--- src/rtl/walk_pkg.sv ---
// Package: widths, field positions and codes shared by the walker and its bench.
// Assumes 64-bit entries, 4 KB tables of 512 entries and a four-level tree.
package walk_pkg;
    parameter int GPA_W = 48;                    // guest-physical address width
    parameter int HPA_W = 52;                    // host-physical address width
    parameter int ENT_W = 64;                    // entry width in bits
    parameter int IDX_W = 9;                     // index bits per level
    parameter int LVLS  = 4;                     // levels in a full walk

    localparam int ENT_SH = $clog2(ENT_W / 8);   // byte offset bits of an entry
    localparam int OFS_W  = IDX_W + ENT_SH;      // page offset bits (12)
    localparam int FRM_W  = HPA_W - OFS_W;       // frame number width
    localparam int LVL_W  = $clog2(LVLS + 1);    // width holding 0..LVLS
    localparam int LARGE_LO = 2;                 // lowest level allowed to map a large page
    localparam int LARGE_HI = 3;                 // highest level allowed to map a large page

    localparam int BIT_R     = 0;
    localparam int BIT_W     = 1;
    localparam int BIT_X     = 2;
    localparam int BIT_LARGE = 7;
    localparam int BIT_ACC   = 8;
    localparam int BIT_DIRTY = 9;
    localparam int ROOT_AD   = 6;

    localparam logic [1:0] ACC_READ  = 2'd0;
    localparam logic [1:0] ACC_WRITE = 2'd1;
    localparam logic [1:0] ACC_FETCH = 2'd2;

    localparam logic [1:0] ST_OK   = 2'd0;
    localparam logic [1:0] ST_VIOL = 2'd1;
    localparam logic [1:0] ST_CFG  = 2'd2;

    typedef enum logic [2:0] {
        S_IDLE, S_RD_REQ, S_RD_WAIT, S_WR_REQ, S_RESP
    } walk_state_e;
endpackage

--- src/rtl/walk_addr_gen.sv ---
// Module: forms the byte address of the entry used at the current level.
// Assumes level is in 1..LVLS; level LVLS uses the highest index field.
module walk_addr_gen
    import walk_pkg::*;
(
    input  logic [FRM_W-1:0] table_frame,
    input  logic [LVL_W-1:0] level,
    input  logic [GPA_W-1:0] gpa,
    output logic [HPA_W-1:0] entry_addr
);
    logic [IDX_W-1:0] idx_by_lvl [LVLS];
    logic [IDX_W-1:0] idx_sel;
    wire  unused_gpa_low = ^gpa[OFS_W-1:0];

    // Slice one index field per level.
    for (genvar g = 0; g < LVLS; g++) begin : g_idx
        assign idx_by_lvl[g] = gpa[OFS_W + g*IDX_W +: IDX_W];
    end

    // Pick the field for the current level and append the entry offset.
    always_comb begin
        idx_sel = '0;
        for (int i = 0; i < LVLS; i++) begin
            if (level == LVL_W'(i + 1)) idx_sel = idx_by_lvl[i];
        end
        entry_addr = {table_frame, idx_sel, {ENT_SH{1'b0}}};
    end
endmodule

--- src/rtl/walk_entry_eval.sv ---
// Module: judges one fetched entry. It checks presence and permission,
// detects a leaf, computes the flag update and the final address.
// Assumes level is in 1..LVLS; the result is meaningful only when data is valid.
module walk_entry_eval
    import walk_pkg::*;
(
    input  logic [ENT_W-1:0] entry,
    input  logic [LVL_W-1:0] level,
    input  logic [1:0]       acc,
    input  logic             ad_en,
    input  logic [GPA_W-1:0] gpa,
    output logic             viol,
    output logic             leaf,
    output logic             need_wr,
    output logic [ENT_W-1:0] upd_entry,
    output logic [FRM_W-1:0] next_frame,
    output logic [HPA_W-1:0] hpa
);
    logic             present;
    logic             allowed;
    logic [ENT_W-1:0] set_bits;
    logic [HPA_W-1:0] low_mask;
    int               span;

    // Presence and permission for the requested access kind.
    always_comb begin
        present = entry[BIT_R] | entry[BIT_W];
        case (acc)
            ACC_WRITE: allowed = entry[BIT_W];
            ACC_FETCH: allowed = entry[BIT_X];
            default:   allowed = entry[BIT_R];
        endcase
        viol = !present || !allowed;
    end

    // Leaf detection: last level, or a large-page entry at a level that allows one.
    always_comb begin
        leaf = (level == LVL_W'(1)) ||
               (entry[BIT_LARGE] && level >= LVL_W'(LARGE_LO) && level <= LVL_W'(LARGE_HI));
    end

    // Sticky flag update; a write is needed only when a bit actually changes.
    always_comb begin
        set_bits = '0;
        if (ad_en) begin
            set_bits[BIT_ACC] = 1'b1;
            if (leaf && acc == ACC_WRITE) set_bits[BIT_DIRTY] = 1'b1;
        end
        upd_entry = entry | set_bits;
        need_wr   = ad_en && !viol && (upd_entry != entry);
    end

    // Final address: entry frame above the page span, request bits below it.
    always_comb begin
        span = OFS_W;
        for (int i = 0; i < LVLS; i++) begin
            if (level == LVL_W'(i + 1)) span = OFS_W + i * IDX_W;
        end
        low_mask   = (HPA_W'(1) << span) - HPA_W'(1);
        hpa        = (entry[HPA_W-1:0] & ~low_mask) |
                     ({{(HPA_W-GPA_W){1'b0}}, gpa} & low_mask);
        next_frame = entry[HPA_W-1:OFS_W];
    end
endmodule

--- src/rtl/gpa_walker.sv ---
// Module: top of the nested table walker. It accepts one request, walks the
// levels through one memory port, writes back changed flag bits, and holds
// the response until it is taken.
// Assumes the memory returns exactly one mem_rsp_valid per accepted read and
// none for writes (a write is complete when accepted).
module gpa_walker
    import walk_pkg::*;
(
    input  logic             clk,
    input  logic             rst_n,
    input  logic [63:0]      root_ptr,
    input  logic             req_valid,
    output logic             req_ready,
    input  logic [GPA_W-1:0] req_gpa,
    input  logic [1:0]       req_acc,
    output logic             mem_req_valid,
    input  logic             mem_req_ready,
    output logic             mem_req_we,
    output logic [HPA_W-1:0] mem_req_addr,
    output logic [ENT_W-1:0] mem_req_wdata,
    input  logic             mem_rsp_valid,
    input  logic [ENT_W-1:0] mem_rsp_rdata,
    output logic             rsp_valid,
    input  logic             rsp_ready,
    output logic [1:0]       rsp_status,
    output logic [HPA_W-1:0] rsp_hpa,
    output logic [2:0]       rsp_level
);
    walk_state_e      state;
    logic [GPA_W-1:0] gpa_q;
    logic [1:0]       acc_q;
    logic             ad_en_q;
    logic [LVL_W-1:0] level_q;
    logic [FRM_W-1:0] frame_q;
    logic [ENT_W-1:0] ent_q;
    logic             leaf_q;
    logic [1:0]       st_q;
    logic [HPA_W-1:0] hpa_q;
    logic [LVL_W-1:0] lvl_q;

    logic             cfg_bad;
    logic [HPA_W-1:0] entry_addr;
    logic             e_viol, e_leaf, e_need_wr;
    logic [ENT_W-1:0] e_upd;
    logic [FRM_W-1:0] e_next;
    logic [HPA_W-1:0] e_hpa;
    wire              unused_root = ^{root_ptr[63:HPA_W], root_ptr[2:0]};

    // Root pointer sanity: reserved field clear, walk length matches the tree.
    assign cfg_bad = (|root_ptr[11:7]) || (root_ptr[5:3] != 3'(LVLS - 1));

    walk_addr_gen u_addr (
        .table_frame (frame_q),
        .level       (level_q),
        .gpa         (gpa_q),
        .entry_addr  (entry_addr)
    );

    walk_entry_eval u_eval (
        .entry      (mem_rsp_rdata),
        .level      (level_q),
        .acc        (acc_q),
        .ad_en      (ad_en_q),
        .gpa        (gpa_q),
        .viol       (e_viol),
        .leaf       (e_leaf),
        .need_wr    (e_need_wr),
        .upd_entry  (e_upd),
        .next_frame (e_next),
        .hpa        (e_hpa)
    );

    // Port outputs decoded from the walk state and held registers.
    assign req_ready     = (state == S_IDLE);
    assign mem_req_valid = (state == S_RD_REQ) || (state == S_WR_REQ);
    assign mem_req_we    = (state == S_WR_REQ);
    assign mem_req_addr  = entry_addr;
    assign mem_req_wdata = ent_q;
    assign rsp_valid     = (state == S_RESP);
    assign rsp_status    = st_q;
    assign rsp_hpa       = hpa_q;
    assign rsp_level     = 3'(lvl_q);

    // Walk sequencer: accept, read per level, optional writeback, respond.
    always_ff @(posedge clk) begin
        if (!rst_n) begin
            state   <= S_IDLE;
            gpa_q   <= '0;
            acc_q   <= ACC_READ;
            ad_en_q <= 1'b0;
            level_q <= '0;
            frame_q <= '0;
            ent_q   <= '0;
            leaf_q  <= 1'b0;
            st_q    <= ST_OK;
            hpa_q   <= '0;
            lvl_q   <= '0;
        end else begin
            case (state)
                S_IDLE: if (req_valid) begin
                    gpa_q   <= req_gpa;
                    acc_q   <= req_acc;
                    ad_en_q <= root_ptr[ROOT_AD];
                    frame_q <= root_ptr[HPA_W-1:OFS_W];
                    level_q <= LVL_W'(LVLS);
                    hpa_q   <= '0;
                    lvl_q   <= '0;
                    if (cfg_bad) begin
                        st_q  <= ST_CFG;
                        state <= S_RESP;
                    end else begin
                        st_q  <= ST_OK;
                        state <= S_RD_REQ;
                    end
                end
                S_RD_REQ: if (mem_req_ready) state <= S_RD_WAIT;
                S_RD_WAIT: if (mem_rsp_valid) begin
                    ent_q  <= e_upd;
                    leaf_q <= e_leaf;
                    hpa_q  <= e_hpa;
                    if (e_viol) begin
                        st_q  <= ST_VIOL;
                        lvl_q <= level_q;
                        hpa_q <= '0;
                        state <= S_RESP;
                    end else if (e_need_wr) begin
                        state <= S_WR_REQ;
                    end else if (e_leaf) begin
                        state <= S_RESP;
                    end else begin
                        frame_q <= e_next;
                        level_q <= level_q - LVL_W'(1);
                        state   <= S_RD_REQ;
                    end
                end
                S_WR_REQ: if (mem_req_ready) begin
                    if (leaf_q) begin
                        state <= S_RESP;
                    end else begin
                        frame_q <= ent_q[HPA_W-1:OFS_W];
                        level_q <= level_q - LVL_W'(1);
                        state   <= S_RD_REQ;
                    end
                end
                S_RESP: if (rsp_ready) state <= S_IDLE;
                default: state <= S_IDLE;
            endcase
        end
    end
endmodule

--- config.mk ---
export PLATFORM = sky130hd
export DESIGN_NAME = gpa_walker
export DESIGN_NICKNAME = d
export VERILOG_FILES = /design/src/rtl/walk_pkg.sv /design/src/rtl/walk_addr_gen.sv /design/src/rtl/walk_entry_eval.sv /design/src/rtl/gpa_walker.sv
export SDC_FILE = /design/constraint.sdc
export NUM_CORES = 1
export LEC_CHECK = 0
export BUFFER_PORTS_ARGS = -buffer_cell sky130_fd_sc_hd__clkbuf_2
export CAP_MARGIN = 20
export CELL_PAD_IN_SITES_DETAIL_PLACEMENT = 1
export CELL_PAD_IN_SITES_GLOBAL_PLACEMENT = 2
export CORE_MARGIN = 1
export CORE_UTILIZATION = 30
export DETAILED_ROUTE_END_ITERATION = 6
export GPL_TIMING_DRIVEN = 0
export PLACE_DENSITY_LB_ADDON = 0.1
export SKIP_CTS_REPAIR_TIMING = 1
export SYNTH_ARGS = -nofsm -noshare
export SYNTH_HDL_FRONTEND = slang
export SYNTH_SLANG_ARGS = --single-unit
export TNS_END_PERCENT = 1
--- constraint.sdc ---
create_clock -name clk -period 4.2 [get_ports clk]
set_input_delay 0.21 -clock clk [delete_from_list [all_inputs] [get_ports clk]]
set_output_delay 0.21 -clock clk [all_outputs]
set_load 0.1 [all_outputs]
==> summary.txt <==
===============================================================================
Outcome .......................................................... complete, but fails checks
Failing checks ................................................... negative hold slack
Core outline area ................................................   32700 um^2
Most used DFF post-synth .........................................      dfxtp_1
Ant diodes .......................................................            0
Number of synthesized register bits ..............................          219
Critical R2R Capture ............................................. frame_q[27]$_SDFFE_PN0P_
Commonest non-fill, non-tap cells in the layout .................. nand2_1 (370), clkbuf_2 (341), dfxtp_1 (219)
Max rail drop VDD ................................................     0.334 mV
Number of rows created at floorplan ..............................           66
Detailed Place HPWL ..............................................      32.4 mm
Vert. Die Dim ....................................................       185 um
Critical path capture point type ................................. primary output
Initial core utilization .........................................        30.7%
Dpl ws ...........................................................      1130 ps
End of the worst hold path ....................................... mem_req_wdata[28]$_SDFFE_PN0P_
Cell count after synthesis .......................................         1250
Setup repair after global routing missed its margin ..............           no
Skew-Pair Late Insertion Delay ...................................       530 ps
Number of endpoints with negative hold slack in the final report .            5
Count of boundary I/O pins .......................................          361
Post-DRT Antenna Nets ............................................            0
Remaining max-slew budget at the tightest pin ....................        38.0%
Fraction of registers with async set/reset .......................           0%
Number of cell instances on the worst register-to-register path ..            8
Number of fill cells .............................................         4149
Number of buffers added by the clock tree synthesis step .........           27
Global-route wire length before repair ...........................      60.6 mm
Final critical-path setup slack ..................................       521 ps
Share of cells above drive strength 1 ............................        23.7%
Start-to-end type of the worst setup path ........................      reg2out
Flop-to-flop setup slack .........................................      1670 ps
Area Growth Syn to Fin ...........................................        40.1%
Final Instance Count excl. Fillers ...............................         2173
Met2 usage .......................................................        39.5%
Syn Std Cell Area ................................................   10000 um^2
Overflow left after global routing ...............................            0
Post-synthesis cell type count ...................................           48
Aggregate routed wire length .....................................      41.8 mm
Ratio of final minimum period to clock period ....................        87.6%
Layout Cell Area excl Fill .......................................   14100 um^2
Final total negative setup slack .................................         0 ps
Path category of the worst min-delay check .......................       in2reg
HP Start ......................................................... mem_rsp_rdata[28]
Biggest fanout along the worst timing path .......................           10
Via count normalized by instance count ...........................         4.77
Root buffer cell .................................................    clkbuf_16
Startpoint of the worst-slack reg-to-reg timing path ............. level_q[1]$_SDFFE_PN0P_
Average wire length per cell after detail routing ................      19.2 um
Net count, final .................................................         1906
Port bufs ........................................................          341
Static leakage power .............................................      5.90 nW
Number of global-route vias before repair ........................        10.2k
Max cap viols ....................................................            0
Power density of the placed cells ................................  545 nW/um^2
Total count of max-transition violations in the final report .....            0
Arrival time of the worst setup path .............................      3470 ps
Die footprint ....................................................   34200 um^2
Fmax .............................................................      272 MHz
Overall routing resource usage ...................................        23.5%
Max Clock Skew ...................................................      12.6 ps
Instance count after placement with tap cells included ...........         2038
Fin crit period ..................................................      3680 ps
Pre-Repair DR Iteration Count ....................................            4
Width of the die .................................................       185 um
Maximum root-to-sink buffer count ................................            3
Clock transition at the registers of the reported paths ..........        60 ps
Most common cell after layout, fill and taps aside ...............      nand2_1
Met1 routing resource usage after global routing .................        31.5%
Slew at the pin with the worst max-slew slack ....................       931 ps
Hold Path Stages .................................................            3
Share of the yosys chip area belonging to registers ..............        43.7%
Yosys warning count ..............................................            0
Violation count after the first detailed-routing iteration .......          280
Routability-driven placement congestion ratio ....................        0.805
Maximum number of pins on one net before global-route repair .....           13
Finish-stage setup viols .........................................            0
Overall power of the completed layout ............................      7.66 mW
GR peak layer ....................................................         met2
Placed inst area .................................................   12300 um^2
Hold_ws ..........................................................     -29.3 ps
CP startpoint kind ...............................................     register
Count of clock tree sinks ........................................          219
Total vias in the final route ....................................        10.4k
H-tree levels ....................................................            1
Initial antenna violation count ..................................            0
M3 GR Usage ......................................................        3.91%
Post-synth EDFFs .................................................            0
Endpoint required time on the critical path ......................      3990 ps
CTS tree .........................................................         done
Post-Syn Area per Cell ...........................................    8.03 um^2
Residual DRC count ...............................................            0
===============================================================================
-- synthesized netlist by cell type (19+ instances only) --
library cell / n / area share [%]
dfxtp_1: 219 / 44
nor2b_1: 27 / 1.7
and2_1: 36 / 2.2
mux2i_1: 78 / 7.8
nand4_1: 41 / 2.6
o21ai_0: 62 / 3.1
a21oi_1: 21 / 1.0
o21ai_1: 73 / 3.6
a21boi_0: 110 / 8.2
clkbuf_1: 65 / 2.4
nand2_1: 370 / 14
a22oi_1: 19 / 1.4
buf_2: 21 / 1.0
-- final cells by class --
| type | instances | area [um^2] | share of cell area, % |
|---|---|---|---|
| flip-flops and latches | 219 | 4380 | 31.2 |
| plain buffers | 106 | 473 | 3.36 |
| clock inverters | 6 | 86.3 | 0.614 |
| inverters | 7 | 26.3 | 0.187 |
| clock buffers | 41 | 778 | 5.53 |
| multi-input cells | 923 | 5180 | 36.8 |
| well taps | 442 | 553 | 3.93 |
| repair buffers | 429 | 2590 | 18.4 |
-- cells by family after synthesis --
kind of cell             count (synthesis)  share of synthesized area (%)
flip-flops                             219                           43.7
AND/OR/NAND/NOR                        521                           23.1
multiplexers                            78                           7.77
adder cells (fa/ha/maj)                  9                           1.12
XOR/XNOR                                 1                         0.0872
buffers and inverters                  113                           4.97
AO/OA/AOI/OAI                          307                           19.2
other                                    2                         0.0748
-- critical path: stages, from the launching register on --
cell and delay (ps):
dfxtp_1 410, inv_1 120, ha_1 280, clkbuf_1 250
nor3_1 800, a21oi_1 210, o21ai_0 360, clkbuf_2 530
-- flip-flops by register name (all words and copies together), names as in the netlist --
name and flops:
gpa_q 48, rsp_level 3, ad_en_q 1, rsp_status 2, mem_req_wdata 64, state 3, rsp_hpa 52, level_q 3
acc_q 2, frame_q 40, leaf_q 1
-- per-layer routing --
metal  part of all wire, %  wire (um)
met5                     0          0
met4                   1.6        649
met3                   5.7       2390
met2                    47      19700
met1                    46      19000
-- worst max-delay path by stage --
stage,slack [ps],end,startpoint,cells after the start
final,520,mem_req_addr[8],level_q[0]$_SDFFE_PN0P_,7
after CTS,550,mem_req_addr[8],level_q[1]$_SDFFE_PN0P_,9
after detailed placement,1130,mem_req_addr[8],level_q[0]$_SDFFE_PN0P_,9
after floorplan,140,rsp_level[0]$_SDFFE_PN0P_,state[2]$_SDFFE_PN0P_,6
after global placement,1130,mem_req_addr[9],level_q[0]$_SDFFE_PN0P_,9
after global routing,360,mem_req_addr[8],level_q[1]$_SDFFE_PN0P_,9
-- where the power goes --
| part | internal [mW] | switching (mW) |
|---|---|---|
| combinational | 0.628 | 2.25 |
| clock | 1.39 | 0.918 |
| sequential | 2.31 | 0.163 |
-- per-stage QoR --
step           utilization (%)  hold WS, ps
6_report                  43.0        -29.3
5_1_grt                   43.0        0.476
4_1_cts                   40.3         -110
3_5_place_dp              37.7          441
3_3_place_gp              37.7          436
2_1_floorplan                -          345
Power figures use the tool's default switching activity.
